--- config.mk ---
export PLATFORM = sky130hd
export DESIGN_NAME = sleep_seq
export DESIGN_NICKNAME = d
export VERILOG_FILES = /design/src/rtl/sleep_seq_pkg.sv /design/src/rtl/sleep_seq_delay.sv /design/src/rtl/sleep_seq_trip.sv /design/src/rtl/sleep_seq_fsm.sv /design/src/rtl/sleep_seq.sv
export SDC_FILE = /design/constraint.sdc
export NUM_CORES = 1
export LEC_CHECK = 0
export CAP_MARGIN = 25
export CORE_MARGIN = 4
export CORE_UTILIZATION = 58
export CTS_BUF_LIST = sky130_fd_sc_hd__clkbuf_2
export DETAILED_ROUTE_END_ITERATION = 8
export PLACE_DENSITY = 0.81
export SETUP_SLACK_MARGIN = 0.05
export SLEW_MARGIN = 15
export SYNTH_ARGS = -nofsm -noshare
export SYNTH_HDL_FRONTEND = slang
export SYNTH_SLANG_ARGS = --single-unit
--- constraint.sdc ---
create_clock -name clk_i -period 3 [get_ports clk_i]
set_clock_uncertainty 0.1 [all_clocks]
set_input_delay 0.6 -clock clk_i [delete_from_list [all_inputs] [get_ports clk_i]]
set_output_delay 0.6 -clock clk_i [all_outputs]
set_load 0.02 [all_outputs]
--- src/rtl/sleep_seq_pkg.sv ---
package sleep_seq_pkg;
  typedef enum logic [3:0] {
    PH_AWAKE, PH_STAT, PH_BRST, PH_S3, PH_S4, PH_S5, PH_SLEEP,
    PH_R5, PH_R4, PH_R3, PH_RBRST, PH_RSTAT
  } phase_e;

  typedef enum logic [1:0] {
    TGT_S3A = 2'd0, TGT_S3 = 2'd1, TGT_S4 = 2'd2, TGT_S5 = 2'd3
  } tgt_e;

  typedef struct packed {
    logic stat;
    logic brst;
    logic s3;
    logic s4;
    logic s5;
  } lvl_t;
endpackage

--- src/rtl/sleep_seq_delay.sv ---
module sleep_seq_delay #(
  parameter int unsigned CW = 4
) (
  input  logic          clk_i,
  input  logic          rst_ni,
  input  logic          clr_i,
  input  logic          tick_i,
  input  logic [CW-1:0] lim_i,
  output logic          done_o
);
  logic [CW-1:0] cnt_q;

  always_ff @(posedge clk_i or negedge rst_ni) begin
    if (!rst_ni)     cnt_q <= '0;
    else if (clr_i)  cnt_q <= '0;
    else if (tick_i) cnt_q <= cnt_q + CW'(1);
  end

  // done on the lim-th tick counted since the last clear
  assign done_o = tick_i && (cnt_q == lim_i - CW'(1));
endmodule

--- src/rtl/sleep_seq_trip.sv ---
module sleep_seq_trip (
  input  logic clk_i,
  input  logic rst_ni,
  input  logic trip_i,
  output logic trip_o
);
  always_ff @(posedge clk_i or negedge rst_ni) begin
    if (!rst_ni)     trip_o <= 1'b0;
    else if (trip_i) trip_o <= 1'b1;
  end
endmodule

--- src/rtl/sleep_seq_fsm.sv ---
module sleep_seq_fsm
  import sleep_seq_pkg::*;
#(
  parameter int unsigned CW       = 5,
  parameter int unsigned DLY_STAT = 2,
  parameter int unsigned DLY_BRST = 9,
  parameter int unsigned DLY_STEP = 1
) (
  input  logic          clk_i,
  input  logic          rst_ni,
  input  logic          start_i,
  input  logic [1:0]    tgt_i,
  input  logic          wake_i,
  input  logic          frz_i,
  input  logic          done_i,
  output logic          clr_o,
  output logic [CW-1:0] lim_o,
  output lvl_t          lvl_o
);
  phase_e ph_q, ph_d;
  lvl_t   lvl_q, lvl_d;
  tgt_e   tgt_q, tgt_d;
  logic   pend_q, pend_d;

  always_comb begin
    case (ph_q)
      PH_STAT: lim_o = CW'(DLY_STAT);
      PH_BRST: lim_o = CW'(DLY_BRST);
      default: lim_o = CW'(DLY_STEP);
    endcase
  end

  always_comb begin
    ph_d   = ph_q;
    lvl_d  = lvl_q;
    tgt_d  = tgt_q;
    pend_d = pend_q;
    if (!frz_i) begin
      case (ph_q)
        PH_AWAKE: if (start_i) begin tgt_d = tgt_e'(tgt_i); ph_d = PH_STAT; end
        PH_STAT:  if (done_i) begin lvl_d.stat = 1'b1; ph_d = PH_BRST; end
        PH_BRST:  if (done_i) begin lvl_d.brst = 1'b1; ph_d = PH_S3; end
        PH_S3: if (done_i) begin
          lvl_d.s3 = 1'b1;
          ph_d = (tgt_q == TGT_S3 || tgt_q == TGT_S3A) ? PH_SLEEP : PH_S4;
        end
        PH_S4: if (done_i) begin
          lvl_d.s4 = 1'b1;
          ph_d = (tgt_q == TGT_S4) ? PH_SLEEP : PH_S5;
        end
        PH_S5: if (done_i) begin lvl_d.s5 = 1'b1; ph_d = PH_SLEEP; end
        PH_SLEEP: if (wake_i || pend_q) begin
          pend_d = 1'b0;
          ph_d = lvl_q.s5 ? PH_R5 : (lvl_q.s4 ? PH_R4 : PH_R3);
        end
        PH_R5:    if (done_i) begin lvl_d.s5 = 1'b0; ph_d = PH_R4; end
        PH_R4:    if (done_i) begin lvl_d.s4 = 1'b0; ph_d = PH_R3; end
        PH_R3:    if (done_i) begin lvl_d.s3 = 1'b0; ph_d = PH_RBRST; end
        PH_RBRST: if (done_i) begin lvl_d.brst = 1'b0; ph_d = PH_RSTAT; end
        PH_RSTAT: if (done_i) begin lvl_d.stat = 1'b0; ph_d = PH_AWAKE; end
        default:  ph_d = PH_AWAKE;
      endcase
      // hold a wake that lands mid-entry
      if (wake_i && (ph_q inside {PH_STAT, PH_BRST, PH_S3, PH_S4, PH_S5}))
        pend_d = 1'b1;
    end
  end

  assign clr_o = (ph_d != ph_q);
  assign lvl_o = lvl_q;

  always_ff @(posedge clk_i or negedge rst_ni) begin
    if (!rst_ni) begin
      ph_q   <= PH_AWAKE;
      lvl_q  <= '0;
      tgt_q  <= TGT_S3;
      pend_q <= 1'b0;
    end else begin
      ph_q   <= ph_d;
      lvl_q  <= lvl_d;
      tgt_q  <= tgt_d;
      pend_q <= pend_d;
    end
  end
endmodule

--- src/rtl/sleep_seq.sv ---
module sleep_seq
  import sleep_seq_pkg::*;
#(
  parameter int unsigned DLY_STAT = 2,
  parameter int unsigned DLY_BRST = 9,
  parameter int unsigned DLY_STEP = 1
) (
  input  logic       clk_i,
  input  logic       rst_ni,
  input  logic       tick_i,
  input  logic       susp_req_i,
  input  logic [1:0] tgt_i,
  input  logic       cpu_slp_i,
  input  logic       wake_i,
  input  logic       therm_trip_i,
  output logic       susp_stat_o,
  output logic       bus_rst_o,
  output logic       slp_s3_n_o,
  output logic       slp_s4_n_o,
  output logic       slp_s5_n_o
);
  localparam int unsigned DMAX_A = (DLY_STAT > DLY_STEP) ? DLY_STAT : DLY_STEP;
  localparam int unsigned DMAX   = (DLY_BRST > DMAX_A) ? DLY_BRST : DMAX_A;
  localparam int unsigned CW     = $clog2(DMAX + 1);

  logic          trip;
  logic          clr;
  logic          done;
  logic [CW-1:0] lim;
  lvl_t          lvl;

  sleep_seq_trip u_trip (
    .clk_i  (clk_i),
    .rst_ni (rst_ni),
    .trip_i (therm_trip_i),
    .trip_o (trip)
  );

  sleep_seq_delay #(.CW(CW)) u_dly (
    .clk_i  (clk_i),
    .rst_ni (rst_ni),
    .clr_i  (clr),
    .tick_i (tick_i),
    .lim_i  (lim),
    .done_o (done)
  );

  sleep_seq_fsm #(
    .CW(CW), .DLY_STAT(DLY_STAT), .DLY_BRST(DLY_BRST), .DLY_STEP(DLY_STEP)
  ) u_fsm (
    .clk_i   (clk_i),
    .rst_ni  (rst_ni),
    .start_i (susp_req_i & cpu_slp_i),
    .tgt_i   (tgt_i),
    .wake_i  (wake_i),
    .frz_i   (trip),
    .done_i  (done),
    .clr_o   (clr),
    .lim_o   (lim),
    .lvl_o   (lvl)
  );

  assign susp_stat_o = lvl.stat;
  assign bus_rst_o   = lvl.brst;
  assign slp_s3_n_o  = ~(lvl.s3 | trip);
  assign slp_s4_n_o  = ~(lvl.s4 | trip);
  assign slp_s5_n_o  = ~(lvl.s5 | trip);
endmodule

==> Word level (Yosys, flattened, before mapping) <==
Cells that the tools add are included.
{ "classes": {"order_cmp": 0, "multipliers": 0, "n_shift": 0, "n_mux": 31, "n_eq_ne": 25, "n_reduce_logical": 22, "n_bitwise": 8, "addsub": 2, "div": 0} }
{ "ops": {"columns": ["op", "n"], "rows": [
  ["4-bit 2-to-1 mux", 16],
  ["4-bit case mux with 12 select lines", 1],
  ["2-bit != test, second input constant", 10],
  ["4-bit AND reduction", 5],
  ["4-bit by 3-bit equality test with 1-bit output, second input constant", 4],
  ["4-bit equality test, second input constant", 4],
  ["2-bit nonzero test", 8],
  ["1-bit case mux with 2 select lines", 5],
  ["4-bit by 2-bit equality test with 1-bit output, second input constant", 2],
  ["4-bit case mux with 2 select lines", 1],
  ["1-bit 2-to-1 mux", 6],
  ["3-bit AND reduction", 2],
  ["5-bit nonzero test", 1],
  ["4-bit by 1-bit adder with 4-bit output, second input constant", 1],
  ["4-bit by 1-bit equality test with 1-bit output, second input constant", 1],
  ["4-bit equality test", 1],
  ["4-bit logical NOT", 1],
  ["2-bit 2-to-1 mux", 2],
  ["4-bit != test", 1],
  ["1-bit inverter", 4],
  ["4-bit by 1-bit subtractor with 4-bit output, second input constant", 1],
  ["1-bit OR", 3],
  ["2-bit by 1-bit equality test with 1-bit output, second input constant", 1],
  ["2-bit equality test, second input constant", 1],
  ["other kinds (4)", 6]
]} }
{ "totals": {"mem_count": 0, "mem_bits_rw": 0, "elab_cells": 98, "romBits": 0, "ff_bits": 17, "output_inout_bits": 5, "latchBits": 0, "in_bits": 9} }

==> Depth between registers and ports, before layout <==
Gate-level depths: netlist of run 1.
{ "logic_depth": {"word_depth": 10, "ltp_mapped": 7, "ltp_nobuf": 5} }

==> Cells and area by module <==
From an unflattened synthesis of run 1, not the netlist that was laid out.
{ "hier_totals": {"cells_unflattened": 132, "area_unflattened_um2": 1206.2} }
{ "modules_own_cells": {"columns": ["mod", "cells_each", "area_per_inst_um2", "seq_area_each_um2", "n_inst"], "rows": [
  ["sleep_seq_fsm", 100, 887.1, 301.5, 1],
  ["sleep_seq_delay", 26, 270.3, 100.1, 1],
  ["sleep_seq_trip", 2, 31.3, 25.0, 1],
  ["sleep_seq", 4, 17.5, 0.0, 1]
]} }

==> Worst setup path after synthesis of run 1 <==
Ideal clock, no wire load.
{ "synth_path": {"path_type": "input-to-reg", "startpoint": "input tick_i", "endpoint": "register u_dly.cnt_q[0]", "path_slack_ns": 0.711, "n_path_buf": 1, "arrival_time_ns": 2.050, "t_required_ns": 2.761, "stages": 6, "setup_ns": 0.139, "path_cell_list": "clkbuf_2 > nor4b_2 > mux2_2 > a21oi_1 > a2111oi_2 > nor4_1"} }
{ "synth_via": {"elab_chain_len": 6, "word_cells_on_any_way": 16, "classes_between": "eq/ne (1); mux (13); reduce/logical (2)"} }
{ "synth_lines": {"columns": ["element", "line_no", "text"], "rows": [
  ["start, declared", "sleep_seq.sv:10", "input logic tick_i,"],
  ["1-bit logical AND", "sleep_seq_delay.sv:20", "assign done_o = tick_i && (cnt_q == lim_i - CW'(1));"],
  ["4-bit 2-to-1 mux, or another cell as far along", "sleep_seq_fsm.sv:60", "PH_RSTAT: if (done_i) begin lvl_d.stat = 1'b0; ph_d = PH_AWAKE; end"],
  ["4-bit case mux with 12 select lines", "sleep_seq_fsm.sv:39", "case (ph_q)"],
  ["4-bit 2-to-1 mux", "sleep_seq_fsm.sv:38", "if (!frz_i) begin"],
  ["4-bit != test", "sleep_seq_fsm.sv:69", "assign clr_o = (ph_d != ph_q);"],
  ["4-bit 2-to-1 mux or 2-bit nonzero test (tied branches)", null, null],
  ["end signal, assigned", "sleep_seq_delay.sv:16", "else if (tick_i) cnt_q <= cnt_q + CW'(1);"],
  ["end, declared", "sleep_seq_delay.sv:11", "logic [CW-1:0] cnt_q;"]
]} }
Parallel ways exist; a longest one is shown, timed or not.
A chain may end at the register's enable or synchronous reset.

==> Final worst setup path of run 1 <==
{ "layout_path": {"startpoint": "register u_fsm.ph_q[0]", "endpoint": "register u_dly.cnt_q[1]"} }
{ "layout_via": {"elab_chain_len": 10, "word_cells_on_any_way": 33, "classes_between": "add/sub (1); eq/ne (13); mux (16); reduce/logical (3)"} }
{ "layout_lines": {"columns": ["element", "line_no", "text"], "rows": [
  ["start, declared", "sleep_seq_fsm.sv:20", "phase_e ph_q, ph_d;"],
  ["start signal, assigned", "sleep_seq_fsm.sv:79", "ph_q <= ph_d;"],
  ["4-bit by 2-bit equality test with 1-bit output or 4-bit by 1-bit equality test with 1-bit output (tied branches)", "sleep_seq_fsm.sv:26, sleep_seq_fsm.sv:39", null],
  ["4-bit case mux with 2 select lines", "sleep_seq_fsm.sv:26", "case (ph_q)"],
  ["4-bit by 1-bit subtractor with 4-bit output", "sleep_seq_delay.sv:20", null],
  ["4-bit equality test", "sleep_seq_delay.sv:20", null],
  ["1-bit logical AND", "sleep_seq_delay.sv:20", null],
  ["4-bit 2-to-1 mux, or another cell as far along", "sleep_seq_fsm.sv:60", null],
  ["4-bit case mux with 12 select lines", "sleep_seq_fsm.sv:39", null],
  ["4-bit 2-to-1 mux", "sleep_seq_fsm.sv:38", null],
  ["4-bit != test *", "sleep_seq_fsm.sv:69", null],
  ["4-bit 2-to-1 mux or 2-bit nonzero test (tied branches)", null, null]
]} }
Mark *: on every way between the ends. The rest lies on a longest branch, timed or not.

==> flow_metrics.py, run 1 <==
metrics = {
    "critical_path": {
        "endpoint_kind": "flop",
        "crit_buf_inv": 1,
        "cp.required_ns": 3.08,
        "crit_fanout": 13,
        "critical_path_depth": 6,
        "path_cells": "buf_4 > nor4b_4 > xnor2_1 > o211ai_1 > a211oi_1 > nor4_1",
        "slowest_stage": "dfrtp_1",
        "crit_family": "compound AO/OA/AOI/OAI gates",
        "critPathKind": "reg -> reg",
        "crit_arrival_ns": 2.64,
        "critPathLaunchType": "flop",
        "worstSetupStartpoint": "u_fsm.ph_q[0]",
        "r2r-start": "u_fsm.ph_q[0]",
        "reg2reg_depth": 6,
        "cpPeakStageDelay_ns": 0.55,
    },
    "layout": {
        "multi_input_area_sq_um": 799.5,
        "drive_above_1_share_pct": 16.98,
        "regArea_sq_um": 426.7,
        "syn_to_final_growth_pct": 13.23,
        "fillCellCount": 168,
        "antenna_cells": 0,
        "design_area_sq_um": 1478,
        "fin_nets": 170,
    },
    "global_routing": {
        "grt_start_max_net_pins": 18,
        "track_usage_pct": 21.68,
        "overflow": 0,
        "grt_pass1_vias": 1165,
        "grt_pass1_wl_um": 5444,
        "antenna_found_initial": 0,
    },
    "clock_tree": {
        "post_cts_buffers": 0,
        "cts_root_buf": "clkbuf_2",
        "clk_pin_slew_ns": 0.17,
        "insertion_delay_ns": 0.30,
        "clock_path_buffers": 2,
        "numCtsBuffers": 3,
        "cts_hold_buf": 0,
        "clkSinkCount": 17,
        "htreeDepth": 1,
        "cts_resized": 0,
        "cts_tree": "built",
    },
    "sta": {
        "worstMarginPinSlew_ns": 0.7747,
        "final_hold_viol_count": 0,
        "setup_viol": 0,
        "rsz0062_at_grt": "false",
        "final.period_utilization_pct": 85.22,
        "timing.fmax_mhz": 391.1,
        "period_minus_slack_ns": 2.557,
        "slew_headroom_pct": 48.19,
        "finalWorstSetupSlack_ns": 0.4433,
        "tns_ns": 0,
        "drv_slew": 0,
        "whs_ns": 0.4648,
    },
    "floorplan": {
        "placementRows": 16,
        "die_h_um": 55.44,
        "start_util_pct": 63.91,
        "die_area_sq_um": 3073,
        "core_sq_um": 2042,
        "die_x_um": 55.44,
        "pin_count": 14,
    },
    "synth": {
        "synth_common_cells": "dfrtp_1 (16), a21oi_1 (12), nor2_1 (12)",
        "synth_top_area_share_pct": 30.68,
        "syn_inst": 148,
        "ys_top_cells_by_area": "dfrtp_1 (31%), a21oi_1 (4.6%), nor2_1 (3.5%), o21ai_0 (2.7%), mux2_2 (2.6%)",
        "synth_ff_type": "dfrtp_1",
        "synth_seq_cells": 17,
        "synth-async-reset-ratio_pct": 100.0,
        "synth_edf_count": 0,
        "synth_fp_nets": 158,
        "yosysSeqAreaShare_pct": 32.69,
        "netlist_area_sq_um": 1305,
        "synth_top_cell_by_area": "dfrtp_1",
        "synth_area_per_cell_sq_um": 8.818,
        "synth-warning-count": 0,
        "yosys.cell_count.top_type": "dfrtp_1",
        "yosys.cell_types.count": 52,
    },
    "pwr": {
        "power_frac_clock_pct": 14.9,
        "seq_power_share_pct": 47.6,
        "pwr-share-comb_pct": 37.5,
        "power.switching_w": 0.0002982,
        "p_int_w": 0.0004062,
        "power_leakage_nw": 0.5635,
        "switching_share_pct": 42.34,
        "ir_drop_v": 0.0003818,
        "powerDensity_nw_per_um2": 476.7,
        "design_power_total_w": 0.0007044,
    },
    "worst_hold_path": {
        "min_path_type": "reg -> reg",
        "min_from": "u_fsm.lvl_o[2]",
        "worstHoldPathCells": 2,
    },
    "routing": {
        "ant_nets": 0,
        "wl_per_cell_um": 16.95,
        "drc": 0,
        "drt_pass1_iterations": 4,
        "dr_total_vias": 1252,
        "initialDrtViolationCount": 77,
        "drt-vias-per-instance": 6.731,
        "routed_wl_um": 3152,
    },
    "placed_design": {
        "placed_area_sq_um": 1458,
        "io_buffer_count": 13,
        "dp_worst_setup_slack_ns": 0.2331,
        "gp_congestion": 0.9449,
        "place_hpwl_um": 2343,
    },
    "status": {
        "status": "finished clean",
    },
    "flow_run": {
        "drv_cap": 0,
    },
}
==> worst register-to-register path: cells and delay by family (launching register included) <==
family	cells	cell delay, ns
AOI/OAI and AO/OA	2	0.67
DFF	1	0.55
and+or+nand+nor	2	0.53
xor gates and xnor gates	1	0.35
buffers and inverters	1	0.26
==> cell families after synthesis <==
family,count (synthesis),share of synthesized area [%]
AOI/OAI and AO/OA,51,27.61
xor gates and xnor gates,5,3.932
adders and majority gates,1,0.9586
buffers and inverters,18,6.040
DFF,17,32.69
muxes,5,4.123
and+or+nand+nor,51,24.64
==> per-stage QoR <==
stage | util (%) | instances
3_3_place_gp | 71.38 | 182
3_5_place_dp | 71.38 | 182
5_1_grt | 72.37 | 186
4_1_cts | 72.37 | 186
6_report | 72.37 | 186
2_1_floorplan | - | 148
==> cells in the final DEF, fill, tap and decap left out, types with 5 or more instances in the layout <==
| cell type | n |
|---|---|
| a21oi_1 | 12 |
| inv_1 | 5 |
| nand4_1 | 5 |
| buf_4 | 6 |
| a31oi_1 | 5 |
| nor4_1 | 5 |
| clkdlybuf4s50_1 | 13 |
| dfrtp_1 | 16 |
| o21ai_0 | 7 |
| nand2_1 | 6 |
| nor2_1 | 12 |
==> worst paths after layout <==
| path | slack (ns) | endpoint |
|---|---|---|
| max | 0.44 | u_dly.cnt_q[1] |
| min | 0.46 | u_fsm.lvl_o[2] |
| max reg2reg | 0.44 | u_dly.cnt_q[1] |
| min reg2reg | 0.46 | u_fsm.lvl_o[2] |
| max in group asynchronous | 1.70 | u_fsm.lvl_o[3] |
| min in group asynchronous | 0.63 | u_fsm.lvl_o[1] |
==> state kept, by name, indices dropped and copies added, names as in the netlist <==
signal         flops
u_dly.cnt_q        4
u_trip.trip_o      1
u_fsm.tgt_q        2
u_fsm.pend_q       1
u_fsm.lvl_o        5
u_fsm.ph_q         4
==> power groups by stage <==
stage | clock (W) | combinational (W) | sequential [W]
2_1_floorplan | 0 | 0.000220 | 0.000303
3_3_place_gp | 0 | 0.000248 | 0.000334
3_5_place_dp | 0 | 0.000257 | 0.000338
4_1_cts | 0.000110 | 0.000260 | 0.000333
5_1_grt | 0.000121 | 0.000293 | 0.000341
6_report | 0.000105 | 0.000264 | 0.000336
==> cell type report <==
cell class / count / share of cell area [%]
clock inverter: 1 / 0.3387
timing repair buffer: 19 / 11.85
inverter: 6 / 1.524
multi-input combinational: 113 / 54.11
clock buffer: 3 / 1.016
tap: 27 / 2.286
sequential: 17 / 28.87
==> routing by layer <==
| metal | vias up | part of all wire (%) | global-route usage [%] |
|---|---|---|---|
| met1 | 578 | 43 | 30.81 |
| met4 | 0 | 2.1 | 9.028 |
| met3 | 13 | 9.4 | 3.963 |
| li1 | 587 | - | - |
| met5 | - | 0 | 0 |
| met2 | 74 | 46 | 32.09 |
(Power assumes the default switching activity.)
==> run 2, diff against run 1 <==
PLACE_DENSITY = 0.89   (was 0.81)
==> flow_metrics.py, run 2 (same netlist as run 1, synthesis figures left out) <==
metrics = {
    "pwr": {
        "power_leakage_nw": 0.5545,
        "ir_drop_v": 0.0003241,
        "powerDensity_nw_per_um2": 483.8,
    },
    "worst_hold_path": {
        "min_from": "u_fsm.pend_q",
        "min_path_type": "reg -> reg",
        "min_to": "u_fsm.pend_q",
        "worstHoldPathCells": 2,
    },
    "sta": {
        "drv_slew": 0,
        "setup_viol": 0,
        "final_hold_viol_count": 0,
        "timing.fmax_mhz": 392.1,
        "tns_ns": 0,
        "finalWorstSetupSlack_ns": 0.4498,
        "period_minus_slack_ns": 2.550,
        "final.period_utilization_pct": 85.01,
        "worstMarginPinSlew_ns": 0.7928,
        "rsz0062_at_grt": "false",
        "slew_headroom_pct": 46.98,
    },
    "routing": {
        "initialDrtViolationCount": 76,
        "ant_nets": 0,
        "wl_per_cell_um": 17.37,
        "drc": 0,
        "routed_wl_um": 3196,
        "dr_total_vias": 1236,
        "drt_pass1_iterations": 5,
        "drt-vias-per-instance": 6.717,
    },
    "layout": {
        "final_common_cell": "dfrtp_1",
        "design_area_sq_um": 1463,
        "largest_register_ffs": 5,
        "drive_above_1_share_pct": 15.92,
        "antenna_cells": 0,
        "final_core_util_pct": 71.63,
        "fin_nets": 168,
        "final_cells": 184,
        "multi_input_area_sq_um": 799.5,
        "layout_common_cells": "dfrtp_1 (16), clkdlybuf4s50_1 (13), a21oi_1 (12), nor2_1 (12), o21ai_0 (7)",
        "fillCellCount": 159,
        "regArea_sq_um": 426.7,
        "syn_to_final_growth_pct": 12.08,
    },
    "critical_path": {
        "slowest_stage": "clkdlybuf4s50_1",
        "endpoint_kind": "flop",
        "r2r-end": "u_dly.cnt_q[2]",
        "path_cells": "clkdlybuf4s50_1 > nor4bb_1 > mux2i_1 > o21ai_0 > a211oi_1 > nor4_1",
        "cpPeakStageDelay_ns": 0.61,
        "crit_arrival_ns": 2.68,
        "reg2reg_depth": 5,
        "critPathKind": "in -> reg",
        "cp.required_ns": 3.13,
        "reg2reg_slack_ns": 0.46,
        "critPathLaunchType": "input pin",
        "crit_fanout": 7,
        "r2r-start": "u_fsm.ph_q[3]",
    },
    "clock_tree": {
        "htreeDepth": 1,
        "cts_root_buf": "clkbuf_2",
        "clock_path_buffers": 2,
        "post_cts_buffers": 0,
        "clkSinkCount": 17,
        "clk_pin_slew_ns": 0.17,
        "cts_tree": "built",
        "insertion_delay_ns": 0.32,
        "cts_hold_buf": 0,
        "numCtsBuffers": 3,
        "cts_resized": 0,
    },
    "global_routing": {
        "track_usage_pct": 22.53,
        "grt_pass1_wl_um": 5678,
        "overflow": 0,
        "grt_start_max_net_pins": 22,
        "grt_pass1_vias": 1218,
        "antenna_found_initial": 0,
    },
    "placed_design": {
        "placed_area_sq_um": 1443,
        "dp_worst_setup_slack_ns": 0.1523,
        "dpl.cell_count": 180,
        "gp_congestion": 0.9219,
        "place_hpwl_um": 2231,
        "io_buffer_count": 13,
    },
    "floorplan": {
        "core_sq_um": 2042,
        "placementRows": 16,
        "die_h_um": 55.44,
        "die_x_um": 55.44,
        "start_util_pct": 63.91,
        "die_area_sq_um": 3073,
        "pin_count": 14,
    },
    "status": {
        "status": "finished clean",
    },
    "flow_run": {
        "drv_cap": 0,
    },
}
-- run 2: layout make-up --
type                    instances  share of cell area, %
inverters                       6                  1.540
clock inverters                 1                 0.3422
well taps                      27                  2.310
flip-flops and latches         17                  29.17
repair buffers                 17                  10.95
multi-input cells             113                  54.66
clock buffers                   3                  1.027
-- run 2: worst max path at each step --
stage | cells after the start | from | end | slack, ns
6_report | 6 | tick_i | u_dly.cnt_q[2] | 0.45
5_1_grt | 6 | tick_i | u_dly.cnt_q[1] | 0.22
4_1_cts | 2 | u_trip.trip_o | slp_s4_n_o | 0.47
3_5_place_dp | 6 | tick_i | u_dly.cnt_q[2] | 0.15
3_3_place_gp | 6 | tick_i | u_dly.cnt_q[2] | 0.29
2_1_floorplan | 6 | tick_i | u_dly.cnt_q[0] | 0.71
-- run 2: worst max-delay path, delay by kind of cell --
kind / cells / cell delay (ns)
AO/OA/AOI/OAI: 2 / 0.50
AND/OR/NAND/NOR: 2 / 0.72
multiplexers: 1 / 0.23
buffers and inverters: 1 / 0.61
-- run 2: layer usage --
layer / track usage, % / wire length [um] / vias to the layer above
met5: 0 / 0 / -
met1: 29.86 / 1355 / 576
met2: 35.64 / 1541 / 66
met4: 9.722 / 63 / 0
li1: - / - / 585
met3: 4.196 / 235 / 9
-- run 2: through the flow --
stage	hold WS [ns]	power, W
2_1_floorplan	0.2044	0.0005230
4_1_cts	0.4743	0.0007009
5_1_grt	0.4954	0.0007632
3_5_place_dp	0.4279	0.0005908
3_3_place_gp	0.4066	0.0005812
6_report	0.4747	0.0007077
-- run 2: power by group --
| part | switching (W) | internal, W | total (W) |
|---|---|---|---|
| sequential | 0.0000798 | 0.000263 | 0.000343 |
| combinational | 0.000141 | 0.000112 | 0.000252 |
| clock | 0.0000826 | 0.0000302 | 0.000113 |
| total | 0.000303 | 0.000405 | 0.000708 |
